### config.mk
export PLATFORM = sky130hd
export DESIGN_NAME = seqdram_ctrl
export DESIGN_NICKNAME = d
export VERILOG_FILES = /design/src/rtl/sdc_pkg.sv /design/src/rtl/sdc_addr_split.sv /design/src/rtl/sdc_hit_detect.sv /design/src/rtl/sdc_mux_drive.sv /design/src/rtl/seqdram_ctrl.sv
export SDC_FILE = /design/constraint.sdc
export NUM_CORES = 1
export LEC_CHECK = 0
export BUFFER_PORTS_ARGS = -buffer_cell sky130_fd_sc_hd__clkbuf_2
export CAP_MARGIN = 5
export CORE_MARGIN = 5
export CORE_UTILIZATION = 58
export CTS_BUF_LIST = sky130_fd_sc_hd__clkbuf_8
export CTS_CLUSTER_SIZE = 8
export DETAILED_ROUTE_END_ITERATION = 8
export PLACE_DENSITY = 0.8
export SLEW_MARGIN = 5
export SYNTH_ARGS = -nofsm -noshare
export SYNTH_HDL_FRONTEND = slang
export SYNTH_SLANG_ARGS = --single-unit
### constraint.sdc
create_clock -name clk -period 2.16 [get_ports clk]
set_input_delay 0.432 -clock clk [delete_from_list [all_inputs] [get_ports clk]]
set_output_delay 0.432 -clock clk [all_outputs]
set_load 0.005 [all_outputs]
### src/rtl/sdc_pkg.sv
package sdc_pkg;

    typedef enum logic [2:0] {
        ST_IDLE = 3'd0,
        ST_INT  = 3'd1,
        ST_COL  = 3'd2,
        ST_PRE  = 3'd3,
        ST_ROW  = 3'd4
    } sdc_state_e;

endpackage

### src/rtl/sdc_addr_split.sv
module sdc_addr_split #(
    parameter int ADDR_W = 14,
    parameter int COL_W  = 6,
    localparam int ROW_W = ADDR_W - COL_W
) (
    input  logic [ADDR_W-1:0] word_addr,
    output logic [ROW_W-1:0]  row_field,
    output logic [COL_W-1:0]  col_field
);
    assign col_field = word_addr[COL_W-1:0];
    assign row_field = word_addr[ADDR_W-1:COL_W];
endmodule

### src/rtl/sdc_hit_detect.sv
module sdc_hit_detect #(
    parameter int ROW_W = 8
) (
    input  logic             row_open,
    input  logic [ROW_W-1:0] open_row,
    input  logic [ROW_W-1:0] req_row,
    input  logic             seq_flag,
    output logic             col_only
);
    // column-only needs a sequential address and no row-boundary crossing
    assign col_only = row_open & seq_flag & (open_row == req_row);
endmodule

### src/rtl/sdc_mux_drive.sv
module sdc_mux_drive #(
    parameter int ROW_W = 8,
    parameter int COL_W = 6,
    parameter int MUX_W = 8
) (
    input  logic             sel_col,
    input  logic [ROW_W-1:0] row_in,
    input  logic [COL_W-1:0] col_in,
    output logic [MUX_W-1:0] mux_out
);
    logic [MUX_W-1:0] row_ext;
    logic [MUX_W-1:0] col_ext;

    generate
        if (ROW_W == MUX_W) begin : g_row_full
            assign row_ext = row_in;
        end else begin : g_row_pad
            assign row_ext = {{(MUX_W-ROW_W){1'b0}}, row_in};
        end
        if (COL_W == MUX_W) begin : g_col_full
            assign col_ext = col_in;
        end else begin : g_col_pad
            assign col_ext = {{(MUX_W-COL_W){1'b0}}, col_in};
        end
    endgenerate

    assign mux_out = sel_col ? col_ext : row_ext;
endmodule

### src/rtl/seqdram_ctrl.sv
module seqdram_ctrl #(
    parameter int  ADDR_W = 14,
    parameter int  COL_W  = 6,
    localparam int ROW_W  = ADDR_W - COL_W,
    localparam int MUX_W  = (ROW_W > COL_W) ? ROW_W : COL_W
) (
    input  logic              clk,
    input  logic              rst_n,
    input  logic [ADDR_W-1:0] cpu_addr,
    input  logic              cpu_internal,
    input  logic              cpu_write,
    input  logic              cpu_seq,
    output logic [MUX_W-1:0]  dram_a,
    output logic              dram_ras_n,
    output logic              dram_cas_n,
    output logic              dram_we_n,
    output logic              cpu_wait
);
    import sdc_pkg::*;

    typedef struct packed {
        sdc_state_e       st;
        logic             row_open;
        logic [ROW_W-1:0] open_row;
        logic [ROW_W-1:0] pend_row;
        logic [COL_W-1:0] pend_col;
        logic             pend_wr;
        logic             ras_n;
        logic             cas_n;
        logic             we_n;
        logic             wait_o;
        logic [MUX_W-1:0] a;
    } regs_t;

    regs_t q, d;

    logic [ROW_W-1:0] req_row;
    logic [COL_W-1:0] req_col;
    logic             hit;
    logic [MUX_W-1:0] req_mux;
    logic [MUX_W-1:0] pend_mux;
    logic             accept;

    sdc_addr_split #(.ADDR_W(ADDR_W), .COL_W(COL_W)) u_split (
        .word_addr (cpu_addr),
        .row_field (req_row),
        .col_field (req_col)
    );

    sdc_hit_detect #(.ROW_W(ROW_W)) u_hit (
        .row_open (q.row_open),
        .open_row (q.open_row),
        .req_row  (req_row),
        .seq_flag (cpu_seq),
        .col_only (hit)
    );

    // request path: column on a hit, row when opening a closed row
    sdc_mux_drive #(.ROW_W(ROW_W), .COL_W(COL_W), .MUX_W(MUX_W)) u_req_mux (
        .sel_col (hit),
        .row_in  (req_row),
        .col_in  (req_col),
        .mux_out (req_mux)
    );

    // pending path: row after precharge, column after row
    sdc_mux_drive #(.ROW_W(ROW_W), .COL_W(COL_W), .MUX_W(MUX_W)) u_pend_mux (
        .sel_col (q.st == ST_ROW),
        .row_in  (q.pend_row),
        .col_in  (q.pend_col),
        .mux_out (pend_mux)
    );

    // a new request is taken at the end of every cycle without a stall
    assign accept = ~q.wait_o;

    always_comb begin
        d        = q;
        d.cas_n  = 1'b1;
        d.we_n   = 1'b1;
        d.wait_o = 1'b0;
        if (accept) begin
            if (cpu_internal) begin
                // idle cycle: bus already shows the next access
                d.st = ST_INT;
                if (q.row_open && !hit) begin
                    d.ras_n    = 1'b1;
                    d.row_open = 1'b0;
                end
            end else if (hit) begin
                d.st    = ST_COL;
                d.ras_n = 1'b0;
                d.cas_n = 1'b0;
                d.we_n  = ~cpu_write;
                d.a     = req_mux;
            end else begin
                d.pend_row = req_row;
                d.pend_col = req_col;
                d.pend_wr  = cpu_write;
                d.wait_o   = 1'b1;
                if (q.row_open) begin
                    d.st       = ST_PRE;
                    d.ras_n    = 1'b1;
                    d.row_open = 1'b0;
                end else begin
                    d.st       = ST_ROW;
                    d.ras_n    = 1'b0;
                    d.row_open = 1'b1;
                    d.open_row = req_row;
                    d.a        = req_mux;
                end
            end
        end else begin
            case (q.st)
                ST_PRE: begin
                    d.st       = ST_ROW;
                    d.ras_n    = 1'b0;
                    d.row_open = 1'b1;
                    d.open_row = q.pend_row;
                    d.a        = pend_mux;
                    d.wait_o   = 1'b1;
                end
                ST_ROW: begin
                    d.st    = ST_COL;
                    d.ras_n = 1'b0;
                    d.cas_n = 1'b0;
                    d.we_n  = ~q.pend_wr;
                    d.a     = pend_mux;
                end
                default: begin
                    d.st = ST_IDLE;
                end
            endcase
        end
    end

    always_ff @(posedge clk) begin
        if (!rst_n) begin
            q.st       <= ST_IDLE;
            q.row_open <= 1'b0;
            q.open_row <= '0;
            q.pend_row <= '0;
            q.pend_col <= '0;
            q.pend_wr  <= 1'b0;
            q.ras_n    <= 1'b1;
            q.cas_n    <= 1'b1;
            q.we_n     <= 1'b1;
            q.wait_o   <= 1'b0;
            q.a        <= '0;
        end else begin
            q <= d;
        end
    end

    assign dram_a     = q.a;
    assign dram_ras_n = q.ras_n;
    assign dram_cas_n = q.cas_n;
    assign dram_we_n  = q.we_n;
    assign cpu_wait   = q.wait_o;

endmodule

==> metrics.md, run 1 <==
| Metric | Value |
|---|---|
| First-pass GRT wire length | 7230 microns |
| Via count | roughly 1600 |
| Top cell type's share of synthesized area | roughly 41% |
| Synth top area cells | dfxtp_1, nand2_1, a31oi_1 |
| DRT Pass-1 Iters | 4 |
| Detailed-route DRC error count | 0 |
| VDD IR max | around 0.5 mV |
| Ports | 31 |
| CTS tree | yes |
| Slowest stage delay, CP | roughly 0.54 ns |
| Max Cap Violations | 0 |
| Post-CTS Setup Bufs | 0 |
| Startpoint Class | flip-flop |
| Clock buffer count from CTS | 5 |
| Slowest cell on the critical path | nor2_1 |
| Fillers | 296 |
| Final wirelength | around 4400 microns |
| Final period utilization | between 80% and 90% |
| Largest area contributor in the netlist | dfxtp_1 |
| H-tree depth | 2 |
| Vias in the first global route | 1543 |
| Period minus WS final | about 1.9 ns |
| Fin. max-slew vios | 0 |
| PostCTS Resize Cnt | 0 |
| Die area | about 4500 sq um |
| Overall fraction of global-route tracks in use | a little over a fifth |
| Die Wd | 67.4 microns |
| Pleak | roughly 0.82 nW |
| Area of the multi-input gates | around 1000 sq um |
| Worst-Margin Slew | roughly 0.68 ns |
| Synth cell types | 36 |
| Final setup TNS | 0 ns |
| Sequential fraction of the synthesis area | 40.9% |
| Yosys warns | 0 |
| ANT nets after route | 0 |
| Final Hold Vio Count | 0 |
| Post-Syn Nets | roughly 230 |
| Max clock buf depth | 2 |
| P&R area growth vs syn | 11.7% |
| GRT overflow | 0 |
| Hold buffers post-CTS | 0 |
| Number of vias per cell | between 5 and 6 |
| Initial drt markers | about 120 |
| WP data arrival | between 2 and 2.5 ns |
| Yosys reg bits | 39 |
| Worst path required time | about 2.3 ns |
| Height of the die | just under 70 microns |
| CTS clk-pin slew, worst paths | approximately 0.080 ns |
| Initial antenna violation count | 0 |
| Clk root buf | clkbuf_8 |
| DP HPWL | about 3200 microns |
| Commonest non-fill, non-tap cell in the layout | nand2_1 |
| Count of input and output buffers | 30 |
| Place WS | about 0.15 ns |
| Max FO, Critical Path | 18 |
| Simple-gate share of the synthesized area | roughly a fifth |
| Slew margin rel. | around 54% |
| Worst-path cell chain | buf_4, nor2_1, nor2_2, o31ai_1, a31oi_1 |
| Final #Nets | 258 |
| Clock sinks | 39 |
| Syn_area_per_cell | slightly below 9 sq um |
| Largest net degree at the start of global routing | 21 |
| Highest-count cells in the layout ignoring fill and taps | nand2_1, dfxtp_1, clkbuf_2 |
| CP Capture Type | flip-flop |
| Layout cells sized above 1 | between 20% and 30% |
| Reg area | slightly below 800 sq um |
| RSZ-0062 raised after global routing | no |
| Achievable clock frequency | 0.529 GHz |
| Mux contribution to synthesized area | 3.54% |
| Synth Cell Area | about 1900 sq um |
| Final Worst Setup Slack | roughly 0.27 ns |
| Antenna Cells | 0 |
| Synth Area in Compound Gates | about a quarter |
| Global placement routability congestion | 0.883 |
| WL/cell | roughly 15 microns |
| Main combinational cell family by area after synthesis | compound AO/OA/AOI/OAI gates |
| HP Class | input pin to flip-flop |
| XOR/XNOR Fraction of Synth Area | about 3.7% |
| PwrDens | between 700 and 800 nW/um^2 |
| Adder-cell share of the synthesized area | 0% |
| Status | complete, no violations |
| WS Path Type | flip-flop to flip-flop |
| Fin Clk Skew | between 0.007 and 0.008 ns |
| Core ar. | ~3100 sq um |
| Initial Util | 61.5% |
| Synth Instances | 215 |
| Clock latency on the worst-skew pair | between 0.2 and 0.3 ns |
| Final setup fails | 0 |
| Std-Cell Rows | 20 |
## cells by family after synthesis
group | Yosys count
compound gates | 65
xor+xnor | 8
buf+inv | 23
flops | 39
mux | 6
simple gates | 74
## critical path, delay by kind of cell, from the launching register on
| kind | cells | cell delay [ns] |
|---|---|---|
| simple gates | 2 | 0.73 |
| flops | 1 | 0.43 |
| compound gates | 2 | 0.34 |
| buf+inv | 1 | 0.27 |
## stage by stage
step	util [%]	cells	cell area [sq um]	total power (W)	hold slack (ns)
3_3_place_gp	65.8	276	2040	0.00108	0.440
4_1_cts	68.5	284	2130	0.00156	0.366
3_5_place_dp	65.8	276	2040	0.00109	0.449
5_1_grt	68.7	284	2130	0.00163	0.369
6_report	68.7	284	2130	0.00156	0.367
2_1_floorplan	-	215	1910	0.00102	0.432
## synthesized netlist by cell type, drive strengths merged
cell    instances
a211oi          1
a21oi          19
a221oi          1
a22oi           7
a31oi          16
and2            3
and3            1
and3b           1
and4            1
and4bb          1
buf            13
clkbuf          6
dfxtp          39
inv             4
mux2            6
nand2          42
nand3           5
nand4           3
nor2            8
nor3            4
nor3b           1
nor4            2
o211ai          2
o21ai          11
o31ai           8
or2             2
xnor2           8
## per-layer routing
layer | vias up | track usage (%) | share of wire (%)
met4 | 0 | 9.37 | 1.6
met2 | 36 | 36.3 | 51
li1 | 808 | - | -
met3 | 7 | 4.66 | 4.9
met5 | - | 0 | 0
met1 | 748 | 26.0 | 43
## path summary, 6_finish.rpt
check	slack (ns)	from	depth (start not counted)	end
min reg2reg	0.46	q[14]$_SDFFE_PN0P_	2	q[14]$_SDFFE_PN0P_
max reg2reg	0.27	cpu_wait$_SDFF_PN0_	5	dram_a[2]$_SDFFE_PN0P_
min	0.37	cpu_addr[1]	3	q[14]$_SDFFE_PN0P_
max	0.27	cpu_wait$_SDFF_PN0_	5	dram_a[2]$_SDFFE_PN0P_
## power breakdown
| group | internal (W) | switching (W) |
|---|---|---|
| combinational | 0.000111 | 0.000159 |
| sequential | 0.000771 | 0.0000359 |
| clock | 0.000221 | 0.000258 |
| total | 0.00110 | 0.000454 |
## sequential cells by signal (all words and copies together) (netlist names)
register and cells:
dram_we_n 1, dram_a 8, q 27, cpu_wait 1
dram_ras_n 1, dram_cas_n 1
## layout make-up
class / count / share of cell area, %
Clock buffer: 5 / 3.23
Inverter: 4 / 0.704
Tap cell: 44 / 2.58
Clock inverter: 3 / 0.763
Sequential cell: 39 / 36.6
Multi-Input combinational cell: 153 / 46.4
Timing Repair Buffer: 36 / 9.74
Power figures use the tool's default switching activity.
==> run 2, diff against run 1 <==
PLACE_DENSITY = not set   (was 0.8)
PLACE_DENSITY_LB_ADDON = 0.15   (was not set)
==> metrics.md, run 2 (same netlist as run 1, synthesis figures left out) <==
| Metric | Value |
|---|---|
| Worst R2R End | q[28]$_SDFFE_PN0P_ (was dram_a[2]$_SDFFE_PN0P_) |
| Period minus WS final | 1.81 ns (was 1.89 ns) |
| Fin Clk Skew | 0.00803 ns (was 0.00708 ns) |
| Slew margin rel. | 60.3% (was 54.5%) |
| Height of the die | 67.4 microns (unchanged) |
| Achievable clock frequency | 0.554 GHz (was 0.529 GHz) |
| Die Wd | 67.4 microns (unchanged) |
| Post-CTS Setup Bufs | 0 (unchanged) |
| Antenna Cells | 0 (unchanged) |
| Final setup fails | 0 (unchanged) |
| Layout cells sized above 1 | 27.3% (was 27.1%) |
| Final setup TNS | 0 ns (unchanged) |
| Hold path depth | 3 (unchanged) |
| Worst path required time | 2.38 ns (was 2.33 ns) |
| Top reg by flops | q (unchanged) |
| Combinational share of power | 17.6% (was 17.4%) |
| Worst-Margin Slew | 0.595 ns (was 0.680 ns) |
| Sw Share | 28.4% (was 29.2%) |
| Clock latency on the worst-skew pair | 0.29 ns (about the same) |
| Number of flip-flops under the largest register name | 27 (unchanged) |
| Std-Cell Rows | 20 (unchanged) |
| Commonest non-fill, non-tap cell in the layout | nand2_1 (unchanged) |
| Core ar. | 3100 sq um (unchanged) |
| H-tree depth | 2 (unchanged) |
| Largest net degree at the start of global routing | 22 (was 21) |
| R2r startpoint | cpu_wait$_SDFF_PN0_ (unchanged) |
| Overall fraction of global-route tracks in use | 21.4% (about the same) |
| CTS tree | yes (unchanged) |
| DRT Pass-1 Iters | 4 (unchanged) |
| Initial drt markers | 217 (was 117) |
| Seq pwr share | 52.6% (was 51.8%) |
| Number of vias per cell | 5.74 (was 5.63) |
| Power Internal | 0.00110 W (about the same) |
| Clock buffer count from CTS | 5 (unchanged) |
| Hold buffers post-CTS | 0 (unchanged) |
| Vias in the first global route | 1603 (was 1543) |
| CP Capture Type | flip-flop (unchanged) |
| Detailed-route DRC error count | 0 (unchanged) |
| Max FO, Critical Path | 16 (was 18) |
| Max Cap Violations | 0 (unchanged) |
| Fin Hold WS | 0.382 ns (was 0.367 ns) |
| Final period utilization | 83.6% (was 87.5%) |
| Global placement routability congestion | 0.890 (was 0.883) |
| Reg2reg setup slack | 0.35 ns (was 0.27 ns) |
| Final #Nets | 260 (was 258) |
| WL/cell | 15.4 microns (about the same) |
| Hold path startpoint | cpu_addr[4] (was cpu_addr[1]) |
| First-pass GRT wire length | 7340 microns (was 7230 microns) |
| Status | complete, no violations (unchanged) |
| Fillers | 275 (was 296) |
| Fin cells | 286 (was 284) |
| Worst Reg-to-Reg Cells | 5 (unchanged) |
| Final Worst Setup Slack | 0.353 ns (was 0.271 ns) |
| PostCTS Resize Cnt | 0 (unchanged) |
| Count of input and output buffers | 30 (unchanged) |
| Via count | 1641 (was 1599) |
| Initial antenna violation count | 0 (unchanged) |
| WS Path Type | flip-flop to flip-flop (unchanged) |
| Clock power share | 29.8% (was 30.8%) |
| HP Class | input pin to flip-flop (unchanged) |
| Sw power | 0.000435 W (was 0.000454 W) |
| Max clock buf depth | 2 (unchanged) |
| Highest-count cells in the layout ignoring fill and taps | nand2_1, dfxtp_1, clkbuf_2 (unchanged) |
| RSZ-0062 raised after global routing | no (unchanged) |
| DP Cell Count | 278 (was 276) |
| Final Hold Vio Count | 0 (unchanged) |
| Clk root buf | clkbuf_8 (unchanged) |
| Clock sinks | 39 (unchanged) |
| CTS clk-pin slew, worst paths | 0.07 ns (was 0.08 ns) |
| Initial Util | 61.5% (unchanged) |
| Final wirelength | 4400 microns (was 4360 microns) |
| PwrDens | 721 nW/um^2 (was 730 nW/um^2) |
| Pleak | 0.826 nW (was 0.816 nW) |
| WP data arrival | 2.03 ns (was 2.06 ns) |
| Startpoint Class | flip-flop (unchanged) |
| Ports | 31 (unchanged) |
| ANT nets after route | 0 (unchanged) |
| Hold worst-path end | q[17]$_SDFFE_PN0P_ (was q[14]$_SDFFE_PN0P_) |
| Place WS | 0.162 ns (was 0.147 ns) |
| Fin util | 68.5% (was 68.7%) |
| VDD IR max | 0.585 mV (was 0.500 mV) |
| DP HPWL | 3400 microns (was 3190 microns) |
| GRT overflow | 0 (unchanged) |
| Fin. max-slew vios | 0 (unchanged) |
| Die area | 4540 sq um (unchanged) |
| P&R area growth vs syn | 11.4% (was 11.7%) |
-- run 2: worst max-delay path: stages, from the launching register on --
cell	delay, ns
dfxtp_1	0.52
buf_4	0.26
a21oi_1	0.13
nor2_2	0.51
o21ai_0	0.16
a31oi_1	0.15
-- run 2: power by group through the flow --
| stage | Sequential [W] | Clock, W | Combinational, W |
|---|---|---|---|
| floorplan | 0.000811 | 0 | 0.000209 |
| global placement | 0.000818 | 0 | 0.000262 |
| detailed placement | 0.000822 | 0 | 0.000269 |
| CTS | 0.000806 | 0.000459 | 0.000270 |
| global route | 0.000813 | 0.000495 | 0.000299 |
| finish | 0.000807 | 0.000457 | 0.000270 |
-- run 2: final cells by class --
cell class,count,area [sq um],share of cell area (%)
Clock inverter,3,12.5,0.589
Sequential cell,39,781,36.7
Inverter,4,15.0,0.706
Multi-Input combinational cell,153,983,46.3
Timing Repair Buffer,38,210,9.89
Clock buffer,5,68.8,3.24
Tap cell,44,55.1,2.59
-- run 2: how the worst max path moves through the flow --
stage                              from                     end  slack, ns  cells past startpoint
floorplan                  cpu_addr[13]  dram_a[6]$_SDFFE_PN0P_       0.55                      5
CTS                 cpu_wait$_SDFF_PN0_      q[29]$_SDFFE_PN0P_       0.40                      5
global route        cpu_wait$_SDFF_PN0_      q[28]$_SDFFE_PN0P_       0.21                      5
global placement           cpu_addr[12]  dram_a[6]$_SDFFE_PN0P_       0.22                      6
finish              cpu_wait$_SDFF_PN0_      q[28]$_SDFFE_PN0P_       0.35                      5
detailed placement         cpu_addr[12]  dram_a[6]$_SDFFE_PN0P_       0.16                      6
-- run 2: routing by layer --
metal	up-vias	GRT usage, %	routed length [microns]
li1	816	-	-
met1	757	27.3	1990
met2	61	35.1	2050
met3	7	5.66	306
met4	0	6.84	53
met5	-	0	0
-- run 2: stage by stage --
stage / total power [W] / instance area [sq um]
2_1_floorplan: 0.00102 / 1910
3_3_place_gp: 0.00108 / 2040
3_5_place_dp: 0.00109 / 2040
4_1_cts: 0.00153 / 2130
5_1_grt: 0.00161 / 2130
6_report: 0.00153 / 2130
